===== config.mk =====
export PLATFORM = sky130hd
export DESIGN_NAME = cos_mask_table
export DESIGN_NICKNAME = d
export VERILOG_FILES = /design/src/rtl/cos_pkg.sv /design/src/rtl/cos_mask_bank.sv /design/src/rtl/cos_assoc_regs.sv /design/src/rtl/cos_mask_table.sv
export SDC_FILE = /design/constraint.sdc
export NUM_CORES = 1
export LEC_CHECK = 0
export BUFFER_PORTS_ARGS = -buffer_cell sky130_fd_sc_hd__buf_2
export CORE_MARGIN = 3
export CORE_UTILIZATION = 50
export DETAILED_ROUTE_END_ITERATION = 6
export PLACE_DENSITY = 0.66
export SYNTH_ARGS = -nofsm -noshare
export SYNTH_HDL_FRONTEND = slang
export SYNTH_HIERARCHICAL = 1
export SYNTH_SLANG_ARGS = --single-unit

===== constraint.sdc =====
create_clock -name clk -period 23.3 [get_ports clk]
set_input_delay 3.495 -clock clk [delete_from_list [all_inputs] [get_ports clk]]
set_output_delay 3.495 -clock clk [all_outputs]
set_load 0.005 [all_outputs]

===== src/rtl/cos_pkg.sv =====
package cos_pkg;

  typedef enum logic [2:0] {
    RG_NONE,
    RG_ASSOC,
    RG_L2,
    RG_L3C,
    RG_L3D
  } region_e;

  localparam int WIN_SPAN = 64;

  // True when m holds one unbroken run of ones and is not zero.
  function automatic logic is_run(logic [31:0] m);
    logic [31:0] low;
    low = m & (~m + 32'd1);
    return (m != 32'd0) && (((m + low) & m) == 32'd0);
  endfunction

  function automatic logic in_win(logic [31:0] a, logic [31:0] base);
    return (a - base) < 32'(WIN_SPAN);
  endfunction

endpackage


===== src/rtl/cos_mask_bank.sv =====
module cos_mask_bank #(
  parameter int MASK_W    = 8,
  parameter int MAX_CLASS = 3,
  parameter int DATA_W    = 16,
  parameter int CLS_W     = 6
) (
  input  logic              clk,
  input  logic              rst_n,
  input  logic              wr_en,
  input  logic [CLS_W-1:0]  wr_idx,
  input  logic [DATA_W-1:0] wr_data,
  output logic              wr_ok,
  input  logic [CLS_W-1:0]  rd_idx,
  output logic [DATA_W-1:0] rd_data,
  input  logic [CLS_W-1:0]  lk_cls,
  output logic [MASK_W-1:0] lk_mask
);
  localparam int N = MAX_CLASS + 1;

  logic [MASK_W-1:0] ent_q [N];
  logic [MASK_W-1:0] ent_d [N];
  logic              idx_ok;
  logic              data_ok;
  logic              upd_en;

  always_comb begin
    idx_ok  = (32'(wr_idx) <= 32'(MAX_CLASS));
    data_ok = cos_pkg::is_run(32'(wr_data)) && ((32'(wr_data) >> MASK_W) == 32'd0);
    wr_ok   = idx_ok && data_ok;
    upd_en  = wr_en && wr_ok;
  end

  always_comb begin
    for (int i = 0; i < N; i++) begin
      ent_d[i] = ent_q[i];
      if (wr_idx == CLS_W'(i)) ent_d[i] = wr_data[MASK_W-1:0];
    end
  end

  always_ff @(posedge clk or negedge rst_n) begin
    if (!rst_n) begin
      for (int i = 0; i < N; i++) ent_q[i] <= '1;
    end else if (upd_en) begin
      for (int i = 0; i < N; i++) ent_q[i] <= ent_d[i];
    end
  end

  always_comb begin
    rd_data = '0;
    lk_mask = '1;
    for (int i = 0; i < N; i++) begin
      if (rd_idx == CLS_W'(i)) rd_data = DATA_W'(ent_q[i]);
      if (lk_cls == CLS_W'(i)) lk_mask = ent_q[i];
    end
  end

  for (genvar g = 0; g < N; g++) begin : g_chk
    AST_ENTRY_IS_RUN: assert property (@(posedge clk) disable iff (!rst_n)
      cos_pkg::is_run(32'(ent_q[g])));
    AST_REJECT_KEEPS: assert property (@(posedge clk) disable iff (!rst_n)
      (wr_en && !wr_ok) |=> $stable(ent_q[g]));
  end

endmodule


===== src/rtl/cos_assoc_regs.sv =====
module cos_assoc_regs #(
  parameter int NUM_THREADS = 4,
  parameter int MAX_CLASS   = 7,
  parameter int DATA_W      = 16,
  parameter int CLS_W       = 6,
  localparam int THR_W      = (NUM_THREADS > 1) ? $clog2(NUM_THREADS) : 1
) (
  input  logic              clk,
  input  logic              rst_n,
  input  logic              wr_en,
  input  logic [CLS_W-1:0]  wr_idx,
  input  logic [DATA_W-1:0] wr_data,
  output logic              wr_ok,
  input  logic [CLS_W-1:0]  rd_idx,
  output logic [CLS_W-1:0]  rd_cls,
  input  logic [THR_W-1:0]  lk_thread,
  output logic [CLS_W-1:0]  lk_cls
);
  logic [CLS_W-1:0] cls_q [NUM_THREADS];
  logic [CLS_W-1:0] cls_d [NUM_THREADS];
  logic             upd_en;

  always_comb begin
    wr_ok  = (32'(wr_idx) < 32'(NUM_THREADS)) && (32'(wr_data) <= 32'(MAX_CLASS));
    upd_en = wr_en && wr_ok;
    for (int i = 0; i < NUM_THREADS; i++) begin
      cls_d[i] = cls_q[i];
      if (wr_idx == CLS_W'(i)) cls_d[i] = wr_data[CLS_W-1:0];
    end
  end

  always_ff @(posedge clk or negedge rst_n) begin
    if (!rst_n) begin
      for (int i = 0; i < NUM_THREADS; i++) cls_q[i] <= '0;
    end else if (upd_en) begin
      for (int i = 0; i < NUM_THREADS; i++) cls_q[i] <= cls_d[i];
    end
  end

  always_comb begin
    rd_cls = '0;
    lk_cls = '0;
    for (int i = 0; i < NUM_THREADS; i++) begin
      if (rd_idx == CLS_W'(i)) rd_cls = cls_q[i];
      if (32'(lk_thread) == 32'(i)) lk_cls = cls_q[i];
    end
  end

  for (genvar g = 0; g < NUM_THREADS; g++) begin : g_chk
    AST_ASSOC_IN_RANGE: assert property (@(posedge clk) disable iff (!rst_n)
      32'(cls_q[g]) <= 32'(MAX_CLASS));
  end

endmodule


===== src/rtl/cos_mask_table.sv =====
module cos_mask_table #(
  parameter int NUM_THREADS = 4,
  parameter int L2_MASK_W   = 8,
  parameter int L2_MAX      = 3,
  parameter int L3_EN       = 1,
  parameter int L3_MASK_W   = 12,
  parameter int L3_MAX      = 7,
  parameter int DATA_W      = 16,
  parameter int ADDR_W      = 12,
  parameter logic [ADDR_W-1:0] ASSOC_BASE = 12'hC00,
  parameter logic [ADDR_W-1:0] L3C_BASE   = 12'hC40,
  parameter logic [ADDR_W-1:0] L3D_BASE   = 12'hC80,
  parameter logic [ADDR_W-1:0] L2_BASE    = 12'hD10,
  localparam int THR_W = (NUM_THREADS > 1) ? $clog2(NUM_THREADS) : 1
) (
  input  logic                 clk,
  input  logic                 rst_n,
  input  logic                 cfg_wr_en,
  input  logic                 cfg_rd_en,
  input  logic [ADDR_W-1:0]    cfg_addr,
  input  logic [DATA_W-1:0]    cfg_wdata,
  output logic [DATA_W-1:0]    cfg_rdata,
  output logic                 cfg_err,
  input  logic                 cdp_en,
  input  logic [THR_W-1:0]     lk_thread,
  input  logic                 lk_is_code,
  output logic [L2_MASK_W-1:0] lk_l2_mask,
  output logic [L3_MASK_W-1:0] lk_l3_mask
);
  import cos_pkg::*;

  localparam int CLS_W     = 6;
  localparam int ASSOC_MAX = (L3_EN != 0 && L3_MAX > L2_MAX) ? L3_MAX : L2_MAX;

  // reset: asserted asynchronously, released on the clock
  logic rst_meta_q, rst_s_n;
  always_ff @(posedge clk or negedge rst_n) begin
    if (!rst_n) begin
      rst_meta_q <= 1'b0;
      rst_s_n    <= 1'b0;
    end else begin
      rst_meta_q <= 1'b1;
      rst_s_n    <= rst_meta_q;
    end
  end

  // address decode
  region_e          region;
  logic [CLS_W-1:0] idx;
  always_comb begin
    region = RG_NONE;
    idx    = '0;
    if (in_win(32'(cfg_addr), 32'(ASSOC_BASE))) begin
      region = RG_ASSOC; idx = CLS_W'(cfg_addr - ASSOC_BASE);
    end else if (in_win(32'(cfg_addr), 32'(L3C_BASE))) begin
      region = RG_L3C;   idx = CLS_W'(cfg_addr - L3C_BASE);
    end else if (in_win(32'(cfg_addr), 32'(L3D_BASE))) begin
      region = RG_L3D;   idx = CLS_W'(cfg_addr - L3D_BASE);
    end else if (in_win(32'(cfg_addr), 32'(L2_BASE))) begin
      region = RG_L2;    idx = CLS_W'(cfg_addr - L2_BASE);
    end
  end

  logic                 as_ok, l2_ok, l3c_ok, l3d_ok;
  logic [CLS_W-1:0]     as_rd, cur_cls;
  logic [DATA_W-1:0]    l2_rd, l3c_rd, l3d_rd;
  logic [L2_MASK_W-1:0] l2_lk;
  logic [L3_MASK_W-1:0] l3c_lk, l3d_lk;

  cos_assoc_regs #(
    .NUM_THREADS(NUM_THREADS), .MAX_CLASS(ASSOC_MAX), .DATA_W(DATA_W), .CLS_W(CLS_W)
  ) assoc_i (
    .clk(clk), .rst_n(rst_s_n),
    .wr_en(cfg_wr_en && region == RG_ASSOC), .wr_idx(idx), .wr_data(cfg_wdata),
    .wr_ok(as_ok), .rd_idx(idx), .rd_cls(as_rd),
    .lk_thread(lk_thread), .lk_cls(cur_cls)
  );

  cos_mask_bank #(
    .MASK_W(L2_MASK_W), .MAX_CLASS(L2_MAX), .DATA_W(DATA_W), .CLS_W(CLS_W)
  ) l2_i (
    .clk(clk), .rst_n(rst_s_n),
    .wr_en(cfg_wr_en && region == RG_L2), .wr_idx(idx), .wr_data(cfg_wdata),
    .wr_ok(l2_ok), .rd_idx(idx), .rd_data(l2_rd),
    .lk_cls(cur_cls), .lk_mask(l2_lk)
  );

  if (L3_EN != 0) begin : g_l3
    cos_mask_bank #(
      .MASK_W(L3_MASK_W), .MAX_CLASS(L3_MAX), .DATA_W(DATA_W), .CLS_W(CLS_W)
    ) code_i (
      .clk(clk), .rst_n(rst_s_n),
      .wr_en(cfg_wr_en && region == RG_L3C), .wr_idx(idx), .wr_data(cfg_wdata),
      .wr_ok(l3c_ok), .rd_idx(idx), .rd_data(l3c_rd),
      .lk_cls(cur_cls), .lk_mask(l3c_lk)
    );
    cos_mask_bank #(
      .MASK_W(L3_MASK_W), .MAX_CLASS(L3_MAX), .DATA_W(DATA_W), .CLS_W(CLS_W)
    ) data_i (
      .clk(clk), .rst_n(rst_s_n),
      .wr_en(cfg_wr_en && region == RG_L3D), .wr_idx(idx), .wr_data(cfg_wdata),
      .wr_ok(l3d_ok), .rd_idx(idx), .rd_data(l3d_rd),
      .lk_cls(cur_cls), .lk_mask(l3d_lk)
    );
  end else begin : g_no_l3
    assign l3c_ok = 1'b0;
    assign l3d_ok = 1'b0;
    assign l3c_rd = '0;
    assign l3d_rd = '0;
    assign l3c_lk = '1;
    assign l3d_lk = '1;
  end

  // next state
  logic                 sel_ok, err_d;
  logic [DATA_W-1:0]    rdata_d;
  logic [L3_MASK_W-1:0] l3_sel;
  always_comb begin
    sel_ok  = 1'b0;
    rdata_d = '0;
    unique case (region)
      RG_ASSOC: begin sel_ok = as_ok;  rdata_d = DATA_W'(as_rd); end
      RG_L2:    begin sel_ok = l2_ok;  rdata_d = l2_rd;          end
      RG_L3C:   begin sel_ok = l3c_ok; rdata_d = l3c_rd;         end
      RG_L3D:   begin sel_ok = l3d_ok; rdata_d = l3d_rd;         end
      default:  begin sel_ok = 1'b0;   rdata_d = '0;             end
    endcase
    err_d  = cfg_wr_en && !sel_ok;
    l3_sel = (cdp_en && !lk_is_code) ? l3d_lk : l3c_lk;
  end

  // registers
  always_ff @(posedge clk or negedge rst_s_n) begin
    if (!rst_s_n) begin
      cfg_rdata  <= '0;
      cfg_err    <= 1'b0;
      lk_l2_mask <= '1;
      lk_l3_mask <= '1;
    end else begin
      if (cfg_rd_en) cfg_rdata <= rdata_d;
      cfg_err    <= err_d;
      lk_l2_mask <= l2_lk;
      lk_l3_mask <= l3_sel;
    end
  end

  AST_ERR_AFTER_WRITE: assert property (@(posedge clk) disable iff (!rst_s_n)
    cfg_err |-> $past(cfg_wr_en));
  AST_L2_OPEN_ABOVE_MAX: assert property (@(posedge clk) disable iff (!rst_s_n)
    (32'(cur_cls) > 32'(L2_MAX)) |=> (lk_l2_mask == '1));
  AST_UNMAPPED_ERRS: assert property (@(posedge clk) disable iff (!rst_s_n)
    (cfg_wr_en && region == RG_NONE) |=> cfg_err);

endmodule


* Word level (Yosys, flattened, before mapping)
Index checks and enable logic that the tools add are counted.
** Word-level totals
- Input bits :: 36
- Register bits :: 287
- Output and inout port bits :: 37
** Cells by class
- Muxes and demuxes :: 59
- Equality and inequality tests :: 21
- $add $sub $neg :: 10
- Bitwise gates (word level) :: 3
- Magnitude comparators :: 8
- Reduce and logical (&&, ||, !) cells :: 50
** Operators with widths (number)
- $mux W16 :: 17
- $mux W12 :: 19
- $lt A32 B7 Y1 const B :: 4
- $logic_not A32 Y1 :: 3
- $mux W6 :: 12
- $pmux W16 S4 :: 1
- $sub A12 B12 Y13 const B :: 4
- $eq A6 B3 Y1 const B :: 8
- $reduce_and A2 Y1 :: 24
- $mux W8 :: 5
- $add A16 B32 Y32 :: 1
- $add A32 B1 Y32 const B :: 1
- $and A16 B32 Y32 :: 1
- $and A32 B16 Y32 :: 1
- $not A16 Y32 :: 1
- $eq A6 B2 Y1 const B :: 4
- $sub A6 B1 Y6 const B :: 3
- $le A16 B3 Y1 const B :: 1
- $logic_and A1 B1 Y1 :: 16
- $reduce_bool A16 Y1 :: 1
- $eq A6 B1 Y1 const B :: 2
- $logic_not A6 Y1 :: 2
- $mux W3 :: 3
- $eq A3 B2 Y1 const B :: 2
- other kinds (13) :: 15

* Depth between registers and ports, before layout
- Depth in word-level cells :: 16
- Depth in mapped cells :: 18

* By module
The synthesis kept the hierarchy.
** By module, submodules not included
- cos_mask_bank (g_l3.code_i ...) :: area each 6277.3 µm², instances 2, cells each 464, seq. area each 2522.4 µm²
- cos_mask_bank (l2_i) :: area each 2094.5 µm², instances 1, cells each 150, seq. area each 840.8 µm²
- cos_mask_table :: area each 2014.4 µm², instances 1, cells each 192, seq. area each 1001.0 µm²
- cos_assoc_regs :: area each 1320.0 µm², instances 1, cells each 84, seq. area each 600.6 µm²

* Least setup slack after synthesis
OpenSTA, ideal clock, no wires.
- Path type :: in2reg
- From :: in cfg_addr[7]
- To :: reg cfg_rdata[0]
- Arrival time :: 8.221 ns
- Stages :: 15
- Library setup time :: 0.136 ns
- Buffers on the path :: 4
- Slack :: 14.943 ns
- Path through :: inv_1 ha_1 nor2b_1 xnor2_1 and2_1 buf_2 nor3_1 a21boi_0 clkbuf_1 buf_1 clkbuf_1 mux4_2 a22o_1 a221oi_1 a31oi_1
** On the way
- Cells in the longest elaborated chain, start to end :: 16
** Ends and longest elaborated chain
- start, declared :: line cos_mask_table.sv:20 : input logic [ADDR_W-1:0] cfg_addr,
- $sub A12 B12 Y13 :: line cos_pkg.sv:21 : return (a - base) < 32'(WIN_SPAN);
- $lt A32 B7 Y1 :: line cos_pkg.sv:21
- $mux W6 :: line cos_mask_table.sv:59 : end else if (in_win(32'(cfg_addr), 32'(L2_BASE))) begin
- $mux W6 :: line cos_mask_table.sv:57 : end else if (in_win(32'(cfg_addr), 32'(L3D_BASE))) begin
- $mux W6 :: line cos_mask_table.sv:55 : end else if (in_win(32'(cfg_addr), 32'(L3C_BASE))) begin
- $mux W6 * :: line cos_mask_table.sv:53 : if (in_win(32'(cfg_addr), 32'(ASSOC_BASE))) begin
- named net idx[1] :: line cos_mask_table.sv:49 : logic [CLS_W-1:0] idx;
- $logic_not A6 Y1 :: line cos_mask_bank.sv:52 : if (rd_idx == CLS_W'(i)) rd_data = DATA_W'(ent_q[i]);
- $mux W12 :: line cos_mask_bank.sv:52
- $mux W16 (6 in series) :: line cos_mask_bank.sv:52
- $mux W16 * :: line cos_mask_bank.sv:52
- named net l3d_rd[0] :: line cos_mask_table.sv:66 : logic [DATA_W-1:0] l2_rd, l3c_rd, l3d_rd;
- $pmux W16 S4 * :: line cos_mask_table.sv:121 : unique case (region)
- end signal, assigned :: line cos_mask_table.sv:140 : if (cfg_rd_en) cfg_rdata <= rdata_d;
- end, declared :: line cos_mask_table.sv:22 : output logic [DATA_W-1:0] cfg_rdata,
The timed path passes the listed nets; every way through them passes the cells marked *.
A chain may end at the register's enable or synchronous reset.

* Worst setup path in the final report
- From :: in cfg_addr[7]
- To :: reg cfg_rdata[3]
Same word-level chain as after synthesis.

==> flow_metrics.env <==
export IMPL_slew_headroom_pct=16.15
export IMPL_yosys_warnings=6
export IMPL_initial_core_util_pct=51.43
export IMPL_hold_buffers=0
export IMPL_ant_nets=0
export IMPL_yosysTopAreaCellShare_pct=35.65
export IMPL_synth_avg_cell_area_sq_um=13.28
export IMPL_drt_iter0_drc=1077
export IMPL_io_buffers=72
export IMPL_drt_first_pass_iters=5
export IMPL_routed_wl_microns=48850
export IMPL_synth_edff_count=0
export IMPL_clock_latency_ns=0.51
export IMPL_synthTopCellsByArea="dfstp_2 (36%), mux2_4 (13%), mux4_2 (10%), dfrtp_1 (6.0%), mux2_2 (5.5%)"
export IMPL_dp_slack_ns=14.54
export IMPL_rsz0062_at_grt="no"
export IMPL_cp_required_ns=23.68
export IMPL_num_antenna_cells=0
export IMPL_period_needed_ns=8.243
export IMPL_drive_above_1_share_pct=56.17
export IMPL_cp_start_kind="input port"
export IMPL_syn_to_final_growth_pct=9.810
export IMPL_endpoint_kind="flip-flop"
export IMPL_core_rowCount=68
export IMPL_grt_max_degree=136
export IMPL_setup_viol=0
export IMPL_htreeDepth=2
export IMPL_fp_coreArea_sq_um=34970
export IMPL_period_share_pct=35.38
export IMPL_cts_buffer_depth=3
export IMPL_final_nets=1441
export IMPL_dpl_hpwl_microns=31570
export IMPL_grt_pass1_wl_microns=76010
export IMPL_tns_ns=0
export IMPL_ys_ff_latch=287
export IMPL_final_cell_mix="dfstp_2 (244), mux2_4 (160), mux2_2 (88)"
export IMPL_seq_area_frac_synth_pct=41.63
export IMPL_vias=12020
export IMPL_io_pins=73
export IMPL_track_usage_pct=25.30
export IMPL_tightest_slew_ns=1.248
export IMPL_cts_tree="yes"
export IMPL_grt_antenna_before_repair=0
export IMPL_setup_slack_ns=15.06
export IMPL_place_gp_congestion=0.9012
export IMPL_cp_max_fo=47
export IMPL_clkTransAtPathRegs_ns=0.06
export IMPL_cts_sinks=287
export IMPL_grt_pass1_vias=12180
export IMPL_r2r_start="assoc_i/cls_q[12]"
export IMPL_slew_viol_final=0
export IMPL_status="finished clean"
export IMPL_max_freq_mhz=121.3
export IMPL_finalHoldViolCount=0
export IMPL_crit_type="in -> reg"
export IMPL_post_cts_setup_buffers=0
export IMPL_cellLeakagePower_nw=7.641
export IMPL_vias_per_cell=6.389
export IMPL_crit_start="cfg_addr[7]"
export IMPL_wl_per_cell_microns=25.97
export IMPL_drc_errors=0
export IMPL_yosys_area_top_type="dfstp_2"
export IMPL_cap_violations=0
export IMPL_p_per_area_nw_per_um2=57.07
export IMPL_synthCells=1354
export IMPL_fin_util_pct=56.47
export IMPL_syn_area_sq_um=17980
export IMPL_ys_flop_type="dfstp_2"
export IMPL_async_reset_ff_share_pct=100.0
export IMPL_ir_drop_mv=0.05153
export IMPL_die_height_microns=195.7
export IMPL_layout_commonest_cell="dfstp_2"
export IMPL_crit_arrival_ns=8.63
export IMPL_hold_start="rst_meta_q"
export IMPL_die_area_sq_um=38280
export IMPL_ys_types=81
export IMPL_cts_buffers=34
export IMPL_cts_root_buf="clkbuf_16"
export IMPL_grt_overflow=0
export IMPL_die_w_microns=195.7
export IMPL_fin_hold_ws_ns=0.3654
export IMPL_skew_ns=0.01357
export IMPL_cts_resized_gates=0
export IMPL_hp_class="reg -> reg"
[cells in the mapped netlist (all sizes together) (19+ instances only)]
cell and n:
mux2 280, dfstp 244, mux4 80, nor2 71, buf 61, a21oi 59
clkbuf 51, dfrtp 43, nand2 42, nor2b 42, o21ai 39, nor4 35
nand3 27, o22ai 24, inv 21, nand2b 19
[where the power goes]
| group | internal, mW | total (mW) | switching [mW] | leakage, nW |
|---|---|---|---|---|
| Combinational | 0.0183 | 0.0699 | 0.0515 | 3.99 |
| Sequential | 0.503 | 0.508 | 0.00514 | 3.08 |
| Clock | 0.336 | 0.549 | 0.213 | 0.565 |
[critical path, cell delays in order]
cell,delay [ns]
buf_2,0.14
inv_1,0.12
ha_1,0.23
nor2b_1,0.14
xnor2_1,0.40
and2_1,0.62
nor3_1,0.33
a21boi_4,0.19
buf_4,0.57
buf_4,0.70
nand2b_1,0.28
nor2_1,0.16
a22o_1,0.32
mux2_2,0.26
o22a_1,0.20
a221oi_1,0.29
a31oi_1,0.12
[worst paths after layout]
kind | to | slack, ns | cells after the start
min in group asynchronous | assoc_i/cls_q[7] | 0.45 | 0
setup reg to reg | lk_l3_mask[3] | 20.10 | 6
hold reg to reg | rst_s_n | 0.37 | 0
max in group asynchronous | rst_s_n | 20.44 | 1
setup / recovery | cfg_rdata[3] | 15.06 | 17
hold / removal | rst_s_n | 0.37 | 0
[per-stage QoR]
step	area (sq um)	total power [mW]	std cells
global route	19750	1.165	1881
floorplan	18030	0.5580	1367
finish	19750	1.127	1881
detailed placement	18590	0.5846	1819
CTS	19750	1.138	1881
global placement	18590	0.5837	1819
[cell type report]
cell class                 instances  area [sq um]
fill                            2782         15220
multi-input combinational        947          9796
sequential                       287          7491
clock buffer                      48          1007
timing repair buffer             109         650.6
tap                              455         569.3
clock inverter                    14         155.1
inverter                          21         78.83
[registers in the layout, summed over array words and instances, names as in the netlist, 8 cells and up]
register and count:
g_l3.code_i/ent_q 96, l2_i/ent_q 32, cfg_rdata 16, lk_l3_mask 12, g_l3.data_i/ent_q 96, lk_l2_mask 8, assoc_i/cls_q 24
[cell families (layout without fill, tap and decap cells)]
family | count (synthesis) | after routing | synth area share (%)
other | 4 | 17 | 0.08347
buffers and inverters | 133 | 192 | 4.460
AO/OA/AOI/OAI | 230 | 230 | 9.601
flip-flops | 287 | 287 | 41.63
AND/OR/NAND/NOR | 311 | 311 | 11.69
multiplexers | 378 | 378 | 31.89
XOR/XNOR | 6 | 6 | 0.2922
adder cells (fa/ha/maj) | 5 | 5 | 0.3479
[routing by layer]
layer  share of wire (%)  GRT usage, %  up-vias
li1                    -             -     5201
met1                  45         37.89     6267
met2                  45         38.30      464
met3                 6.7         4.207       85
met4                 2.7         6.945        0
met5                   0             0        -
Power figures use the tool's default switching activity.
